<file path="config.mk">
export PLATFORM = sky130hd
export DESIGN_NAME = home_run_classifier
export DESIGN_NICKNAME = d
export VERILOG_FILES = /design/src/rtl/hrc_pkg.sv /design/src/rtl/hrc_event_decode.sv /design/src/rtl/hrc_depth_ctr.sv /design/src/rtl/hrc_mask_acc.sv /design/src/rtl/home_run_classifier.sv
export SDC_FILE = /design/constraint.sdc
export NUM_CORES = 1
export LEC_CHECK = 0
export ABC_AREA = 1
export CAP_MARGIN = 40
export CORE_AREA = 2 2 164 166
export DETAILED_ROUTE_END_ITERATION = 12
export DIE_AREA = 0 0 166 168
export PLACE_DENSITY = 0.74
export SYNTH_ARGS = -nofsm -noshare
export SYNTH_HDL_FRONTEND = slang
export SYNTH_SLANG_ARGS = --single-unit
</file>
<file path="constraint.sdc">
create_clock -name clk -period 2.3 [get_ports clk]
set_input_delay 0.46 -clock clk [delete_from_list [all_inputs] [get_ports clk]]
set_output_delay 0.46 -clock clk [all_outputs]
set_load 0.02 [all_outputs]
</file>
<file path="src/rtl/hrc_pkg.sv">
package hrc_pkg;
   typedef enum logic [1:0] {
      EV_NONE   = 2'd0,
      EV_EXTEND = 2'd1,
      EV_OPEN   = 2'd2,
      EV_LOAD   = 2'd3
   } hrc_event_e;
endpackage

</file>
<file path="src/rtl/hrc_event_decode.sv">
module hrc_event_decode
   import hrc_pkg::*;
#(
   parameter int CORE_W = 6
) (
   input  logic              ld,
   input  logic              in_valid,
   input  logic              in_mem,
   input  logic [CORE_W-1:0] in_home,
   input  logic              st_valid,
   input  logic [CORE_W-1:0] st_home,
   output hrc_event_e        ev
);
   always_comb begin
      if (ld)
         ev = EV_LOAD;
      else if (!in_valid)
         ev = EV_NONE;
      else if (in_mem && (!st_valid || (in_home != st_home)))
         ev = EV_OPEN;
      else
         ev = EV_EXTEND;
   end
endmodule

</file>
<file path="src/rtl/hrc_depth_ctr.sv">
module hrc_depth_ctr #(
   parameter int DEPTH_W = 3
) (
   input  logic [DEPTH_W-1:0] cur,
   input  logic [DEPTH_W-1:0] thr,
   output logic               reached,
   output logic [DEPTH_W-1:0] nxt
);
   localparam logic [DEPTH_W-1:0] ONE = DEPTH_W'(1);
   logic [DEPTH_W-1:0] thr_eff;

   always_comb begin
      thr_eff = (thr == '0) ? ONE : thr;
      reached = (cur >= thr_eff);
      nxt     = reached ? cur : cur + ONE;
   end
endmodule

</file>
<file path="src/rtl/hrc_mask_acc.sv">
module hrc_mask_acc #(
   parameter int REG_N = 32
) (
   input  logic [REG_N-1:0] cur,
   input  logic [REG_N-1:0] add,
   input  logic             restart,
   output logic [REG_N-1:0] nxt
);
   always_comb nxt = restart ? add : (cur | add);
endmodule

</file>
<file path="src/rtl/home_run_classifier.sv">
module home_run_classifier
   import hrc_pkg::*;
#(
   parameter int CORE_W     = 6,
   parameter int DEPTH_W    = 3,
   parameter int PC_W       = 64,
   parameter int REG_N      = 32,
   parameter bit REG_INSERT = 1'b1
) (
   input  logic               clk,
   input  logic               rst_n,
   input  logic [DEPTH_W-1:0] thr_i,
   input  logic               in_valid_i,
   input  logic               in_mem_i,
   input  logic [PC_W-1:0]    in_pc_i,
   input  logic [CORE_W-1:0]  in_home_i,
   input  logic [REG_N-1:0]   in_regs_i,
   output logic               ins_valid_o,
   output logic [PC_W-1:0]    ins_pc_o,
   output logic [REG_N-1:0]   ins_mask_o,
   output logic               st_valid_o,
   output logic [CORE_W-1:0]  st_home_o,
   output logic [DEPTH_W-1:0] st_depth_o,
   output logic [PC_W-1:0]    st_pc_o,
   output logic [REG_N-1:0]   st_regs_o,
   input  logic               ld_i,
   input  logic               ld_valid_i,
   input  logic [CORE_W-1:0]  ld_home_i,
   input  logic [DEPTH_W-1:0] ld_depth_i,
   input  logic [PC_W-1:0]    ld_pc_i,
   input  logic [REG_N-1:0]   ld_regs_i
);
   localparam logic [DEPTH_W-1:0] DEPTH_ONE = DEPTH_W'(1);

   if (CORE_W < 1 || CORE_W > 16) begin : g_bad_core
      $error("CORE_W out of range");
   end
   if (DEPTH_W < 1 || DEPTH_W > 8) begin : g_bad_depth
      $error("DEPTH_W out of range");
   end
   if (PC_W < 2 || REG_N < 1) begin : g_bad_widths
      $error("PC_W or REG_N out of range");
   end

   logic               valid_q;
   logic [CORE_W-1:0]  home_q;
   logic [DEPTH_W-1:0] depth_q;
   logic [PC_W-1:0]    pc_q;
   logic [REG_N-1:0]   regs_q;

   hrc_event_e         ev;
   logic               depth_reached;
   logic [DEPTH_W-1:0] depth_nxt;
   logic [REG_N-1:0]   regs_nxt;
   logic               close_hit;

   hrc_event_decode #(.CORE_W(CORE_W)) u_dec (
      .ld       (ld_i),
      .in_valid (in_valid_i),
      .in_mem   (in_mem_i),
      .in_home  (in_home_i),
      .st_valid (valid_q),
      .st_home  (home_q),
      .ev       (ev)
   );

   hrc_depth_ctr #(.DEPTH_W(DEPTH_W)) u_depth (
      .cur     (depth_q),
      .thr     (thr_i),
      .reached (depth_reached),
      .nxt     (depth_nxt)
   );

   hrc_mask_acc #(.REG_N(REG_N)) u_mask (
      .cur     (regs_q),
      .add     (in_regs_i),
      .restart (ev == EV_OPEN),
      .nxt     (regs_nxt)
   );

   // a run closes with an insert only if it was live and deep enough
   assign close_hit = (ev == EV_OPEN) && valid_q && depth_reached;

   always_ff @(posedge clk) begin
      if (!rst_n) begin
         valid_q <= 1'b0;
         home_q  <= '0;
         depth_q <= '0;
         pc_q    <= '0;
         regs_q  <= '0;
      end else begin
         unique case (ev)
            EV_LOAD: begin
               valid_q <= ld_valid_i;
               home_q  <= ld_home_i;
               depth_q <= ld_depth_i;
               pc_q    <= ld_pc_i;
               regs_q  <= ld_regs_i;
            end
            EV_OPEN: begin
               valid_q <= 1'b1;
               home_q  <= in_home_i;
               depth_q <= DEPTH_ONE;
               pc_q    <= in_pc_i;
               regs_q  <= regs_nxt;
            end
            EV_EXTEND: begin
               if (in_mem_i) depth_q <= depth_nxt;
               regs_q <= regs_nxt;
            end
            default: ;
         endcase
      end
   end

   generate
      if (REG_INSERT) begin : g_ins_reg
         always_ff @(posedge clk) begin
            if (!rst_n) begin
               ins_valid_o <= 1'b0;
               ins_pc_o    <= '0;
               ins_mask_o  <= '0;
            end else begin
               ins_valid_o <= close_hit;
               if (close_hit) begin
                  ins_pc_o   <= pc_q;
                  ins_mask_o <= regs_q;
               end
            end
         end
      end else begin : g_ins_comb
         assign ins_valid_o = close_hit;
         assign ins_pc_o    = pc_q;
         assign ins_mask_o  = regs_q;
      end
   endgenerate

   assign st_valid_o = valid_q;
   assign st_home_o  = home_q;
   assign st_depth_o = depth_q;
   assign st_pc_o    = pc_q;
   assign st_regs_o  = regs_q;
endmodule

</file>
After elaboration in Yosys (flattened, before gate mapping) --
Cells that the tools add are included. Widths: inputs -> output; s select.
Storage, ports and cells: register bits 203, latch bits 0, RAM bits 0, memory bits (read-only) 0, input port bits 216, output and inout port bits 203, logic and storage cells 40, memories 0
Cells by class: $add $sub $neg 1, multipliers 0, div/mod/pow operators 0, magnitude comparators 1, eq/ne operators 6, shift-type cells 0, mux-type cells 12, bitwise operators 1, reductions and logical operators 11
Operators with widths (count):
- $pmux 64 s2 | 1
- $pmux 32 s2 | 1
- $mux 32 | 1
- $or 32x32->32 | 1
- $pmux 6 s2 | 1
- $mux 3 | 3
- $pmux 3 s3 | 1
- $mux 2 | 3
- $ne 6x6->1 | 1
- $eq 2x2->1 const B | 2
- $ne 2x2->1 const B | 2
- $reduce_bool 2->1 | 2
- $add 3x1->3 const B | 1
- $ge 3x3->1 | 1
- $logic_and 1x1->1 | 3
- $logic_not 3->1 | 1
- $reduce_and 3->1 | 1
- $reduce_bool 3->1 | 1
- $eq 2x1->1 const B | 1
- $pmux 1 s2 | 1
- $reduce_or 2->1 | 1
- $logic_not 1->1 | 1
- $logic_or 1x1->1 | 1

Logic depth before layout (Yosys ltp) --
depth in word-level cells 9, depth in mapped cells 14, depth with buffers taken out 13

By module --
From an unflattened synthesis, not the netlist that was laid out.
Unflattened totals: cell total of the unflattened synthesis 1472, area total of the unflattened synthesis 9781.9 µm²
By module, submodules not included:
- home_run_classifier | instances 1, cells an instance 1288, area an instance 8961.1 µm², sequential area each 4063.9 µm²
- hrc_mask_acc | instances 1, cells an instance 100, area an instance 414.1 µm², sequential area each 0.0 µm²
- hrc_event_decode | instances 1, cells an instance 55, area an instance 235.2 µm², sequential area each 0.0 µm²
- hrc_depth_ctr | instances 1, cells an instance 29, area an instance 171.4 µm², sequential area each 0.0 µm²

Worst setup path after synthesis --
No wires, ideal clock.
path kind input-to-reg, start point in thr_i[0], end point reg ins_pc_o[60], setup time 0.070 ns, arrival 1.823 ns, data required time 2.230 ns, setup slack 0.406 ns, stages 12, buffers on the path 2, cell sequence o21bai_1 -> ha_1 -> nand3_1 -> nand3_1 -> nand2_1 -> inv_1 -> nand4_2 -> inv_2 -> buf_6 -> buf_4 -> nand2_1 -> a21oi_1
Between the ends: longest elaborated chain between the ends 4
Ends and longest elaborated chain:
- start, declared | RTL line home_run_classifier.sv:12 | input logic [DEPTH_W-1:0] thr_i,
- $logic_not 3->1 | RTL line hrc_depth_ctr.sv:13 | thr_eff = (thr == '0) ? ONE : thr;
- $mux 3 * | RTL line hrc_depth_ctr.sv:13
- $ge 3x3->1 * | RTL line hrc_depth_ctr.sv:14 | reached = (cur >= thr_eff);
- $logic_and 1x1->1 * | RTL line home_run_classifier.sv:82 | assign close_hit = (ev == EV_OPEN) && valid_q && depth_reached;
- end signal, assigned | RTL line home_run_classifier.sv:126 | ins_pc_o <= pc_q;
- end, declared | RTL line home_run_classifier.sv:19 | output logic [PC_W-1:0] ins_pc_o,
Every way passes the cells marked *; elsewhere a longest branch is shown, timed or not. A chain may end at the register's enable or synchronous reset.

Final worst setup path --
start point reg valid_q (netlist: st_valid_o), end point out st_valid_o
RTL lines:
- start, declared | RTL line home_run_classifier.sv:45 | logic valid_q;
- start signal, assigned | RTL line home_run_classifier.sv:94 | valid_q <= ld_valid_i;
- end, declared | RTL line home_run_classifier.sv:21 | output logic st_valid_o,
No word-level cell between the ends.

==> results.md <==
- In this run the mean area of a mapped cell was 6.87 um^2.
- The initial standard-cell utilization of the core is 0.335.
- The overflow left after global routing is 0.
- The type of origin of the critical path is a flop.
- The share of the clock period used by the worst path after layout is 0.893.
- The number of buffers and inverters on the critical path is 1.
- The longest clock path from root to sink contains 3 buffers.
- The power density over the cells is 655 nW/um^2.
- The average routed wire per standard cell is 15.1 um.
- Fill cells in the final layout number 2523.
- Of the total power, the share spent switching nets is 0.252.
- The repair_antennas step left the layout with diodes totalling 0.
- Setup repair after global routing left no endpoint under its margin.
- CTS built an H-tree with a depth of 1.
- The largest clock skew in the final design is 17.1 ps.
- 419 I/O pins were placed.
- Buffers inserted to repair hold after CTS numbered 0.
- The distinct cell type count after synthesis is 27.
- At the placement stage, the worst setup path has a slack of -198 ps.
- The die is 166 um wide.
- The final layout contains routed wiring with a total length of 30900 um.
- The part of the power in combinational logic is 0.170.
- The number of antenna violations at the first check in global routing is 0.
- The leakage power figure is 6.08 nW.
- In this run the critical register-to-register path is launched from st_depth_o[0].
- The flop-to-flop setup slack is 300 ps.
- The via count of the first global-routing pass is 9034.
- In this run the worst hold path is classified as reg2reg.
- Summing every instance area after synthesis gives 8830 um^2.
- After synthesis the netlist holds a flip-flop and latch count of 203.
- In the synthesized netlist the async set-or-reset flop fraction comes to 0.
- The largest area contributor in the netlist is sky130_fd_sc_hd__dfxtp_1.
- The overall power is 9.37 mW.
- IR analysis of the VDD net gives a maximum drop of 503 uV.
- The total count of hold-check failures in the final report was 0.
- The first global-routing pass estimated 48500 um of wire.
- The area fraction of the dominant cell type after synthesis is 0.460.
- The largest incremental delay on the critical path is 670 ps.
- The largest fanout of any net on the critical path is 4.
- The endpoint kind of the worst setup timing path is a primary output.
- The clock tree from TritonCTS is built.
- The post-CTS resize count is 0.
- The shortest clock period the worst path allows after layout is 2060 ps.
- The analysis attributes to net switching a power of 2.36 mW.
- The number of vias per cell is 4.65.
- The critical path arrival is 1600 ps.
- The register area share after synthesis is 0.460.
- The height of the die is 168 um.
- The final weighted congestion in routability-driven placement is 0.879.
- The HPWL after detailed placement is 22900 um.
- Entering global routing, the biggest net connects 74 pins.
- The dominant synthesized flop cell is sky130_fd_sc_hd__dfxtp_1.
- The later pin in the worst-skew pair is clocked with a latency of 500 ps.
- The total routing resource utilization after global routing is 0.212.
- The critical path goes through clkdlybuf4s50_1.
- Buffers added to address setup during post-CTS repair amount to 0.
- Counting flops with a built-in enable in the synthesized netlist gives 0.
- Registers take 4060 um^2.
- The number of pins exceeding their max-slew limit in the final report is 0.
- Clock tree synthesis inserted a total of 23 buffers.
- The number of nets handed over by synthesis was 1506.
- The depth of the most critical reg-to-reg path is 11.
- The ratio of cells with drive above 1 in the final layout is 0.0524.
- Setup violations remaining at the end of the flow were counted as 0.
- The start point of the worst min-delay path is ins_pc_o[20].
- Yosys printed 0 warnings.
- The number of input and output port buffers inserted is 418.
- After the first detailed-routing iteration, the DRC count stood at 644.
- The share of total power dissipated in sequential elements is 0.406.
- The die outline area is 27900 um^2.
- After clock tree synthesis, the clock-pin slew on the worst setup and hold paths is 60 ps.
- In this run the core area contains 60 standard-cell rows.
- The via total after detailed routing is 9472.
- Counting instances, the worst hold path has a depth of 2.
- In the routed design, unresolved DRC markers number 0.
- After synthesis, the cell types taking the most area are sky130_fd_sc_hd__dfxtp_1 (46%), sky130_fd_sc_hd__nand2_1 (15%), sky130_fd_sc_hd__nor2_1 (9.3%).
- The first-pass iteration count of the detailed router is 7.
- The cell sitting at the root of the clock tree is a sky130_fd_sc_hd__clkbuf_16.
- The internal power contribution is 7.01 mW.
- The terminus of the critical flop-to-flop path is ins_mask_o[15].
- The number of instances in the synthesized netlist is 1286.
- The number of antenna-violating nets in the routed design is 0.
- The gate family responsible for the most delay along the worst path is buffers and inverters.
- The data required time at the worst endpoint is 1840 ps.
- The number of violations of the max-capacitance limit is 0.
- The normalized max-slew margin is 0.639.
- The final worst-path setup slack is 245 ps.
- The total area inside the core boundary comes to 26400 um^2.
- The critical path start-end classification is reg2out.
- The end point of the most critical hold path is ins_pc_o[20].
- The cell with the most instances after synthesis is sky130_fd_sc_hd__nand2_1.
- The multi-input logic area is 3860 um^2.
- CTS saw 203 sinks.
- The run finished with clean final reports.
- The cell with the largest stage delay on the worst path is sky130_fd_sc_hd__clkdlybuf4s50_1.
- The growth of design area from synthesis to finish is 62.0%.
- The net count of the finished layout is 1901.
- The portion of total power attributed to the clock network is 0.424.
- The slew of the pin with the lowest slew margin is 542 ps.
- In the synthesized netlist, the cells that appear most often are sky130_fd_sc_hd__nand2_1 (362), sky130_fd_sc_hd__nor2_1 (219), sky130_fd_sc_hd__dfxtp_1 (203), sky130_fd_sc_hd__a21oi_1 (129), sky130_fd_sc_hd__inv_1 (122).
- The maximum operating frequency is 487 MHz.
[cells by family after synthesis]
kind of cell,after synthesis,synth area share
XOR/XNOR,2,0.00198
flip-flops,203,0.460
AO/OA/AOI/OAI,234,0.147
adder cells (fa/ha/maj),4,0.00567
AND/OR/NAND/NOR,632,0.280
buffers and inverters,211,0.106
[worst register-to-register path, stage by stage, from the launching register on]
cell and delay [ps]:
sky130_fd_sc_hd__dfxtp_1 390, sky130_fd_sc_hd__inv_1 90, sky130_fd_sc_hd__ha_1 280, sky130_fd_sc_hd__nand3_1 70, sky130_fd_sc_hd__nand3_1 120, sky130_fd_sc_hd__nand2_1 60, sky130_fd_sc_hd__inv_1 90, sky130_fd_sc_hd__nand4_4 140
sky130_fd_sc_hd__clkinv_2 150, sky130_fd_sc_hd__buf_12 220, sky130_fd_sc_hd__nand2_1 160, sky130_fd_sc_hd__a21oi_1 150
[cell type report]
class	instances	area share
timing repair buffer	458	0.325
tap	341	0.0298
sequential	203	0.284
clock inverter	9	0.0111
multi-input combinational	872	0.270
inverter	123	0.0325
clock buffer	32	0.0475
[placed cells by master (no fill, tap or decap), types with 2 or more instances in the layout]
master	count
sky130_fd_sc_hd__ha_1	4
sky130_fd_sc_hd__xor2_1	2
sky130_fd_sc_hd__clkdlybuf4s50_1	417
sky130_fd_sc_hd__o21ai_0	40
sky130_fd_sc_hd__a22o_1	32
sky130_fd_sc_hd__a21oi_1	129
sky130_fd_sc_hd__nand2_1	362
sky130_fd_sc_hd__buf_12	14
sky130_fd_sc_hd__clkbuf_1	2
sky130_fd_sc_hd__o21ai_1	30
sky130_fd_sc_hd__nand3_1	41
sky130_fd_sc_hd__bufinv_16	4
sky130_fd_sc_hd__nor2_1	218
sky130_fd_sc_hd__clkbuf_8	7
sky130_fd_sc_hd__nand4_1	3
sky130_fd_sc_hd__nand3_4	2
sky130_fd_sc_hd__inv_1	121
sky130_fd_sc_hd__clkbuf_16	23
sky130_fd_sc_hd__buf_4	26
sky130_fd_sc_hd__dfxtp_1	203
sky130_fd_sc_hd__clkinv_2	4
[stage by stage]
step	TNS, ps	std cells	hold slack [ps]	utilization	area [um^2]
after detailed placement	-21270	1997	455	0.511	13500
after CTS	0	2038	463	0.543	14300
after global placement	-18830	1997	450	0.511	13500
after global routing	0	2038	478	0.543	14300
after floorplan	0	1286	540	-	8830
final	0	2038	460	0.543	14300
[power groups by stage]
stage,Combinational (mW),Sequential (mW),Clock (mW)
2_1_floorplan,0.539,4.04,0
3_3_place_gp,1.58,3.88,0
3_5_place_dp,1.59,3.88,0
4_1_cts,1.60,3.81,4.06
5_1_grt,1.73,3.83,4.19
6_report,1.59,3.81,3.97
[routing by layer]
layer	vias up	routed length (um)	global-route usage
met5	-	0	0
met3	55	2570	0.0578
met4	0	986	0.0726
li1	4800	-	-
met1	4238	12400	0.252
met2	379	14900	0.371
[flip-flops by register name (all words and copies together) (netlist names)]
name         count
ins_pc_o        64
st_regs_o       32
st_home_o        6
ins_valid_o      1
st_pc_o         64
st_valid_o       1
ins_mask_o      32
st_depth_o       3
[worst max-delay path by stage]
stage,startpoint,to,slack [ps],depth (start not counted)
after floorplan,thr_i[0],ins_pc_o[60],410,12
after detailed placement,thr_i[2],ins_mask_o[1],-200,12
after CTS,st_valid_o,st_valid_o,180,1
after global placement,thr_i[2],ins_mask_o[11],-190,12
after global routing,thr_i[2],ins_mask_o[15],110,12
final,st_valid_o,st_valid_o,240,1
Power figures use the tool's default switching activity.
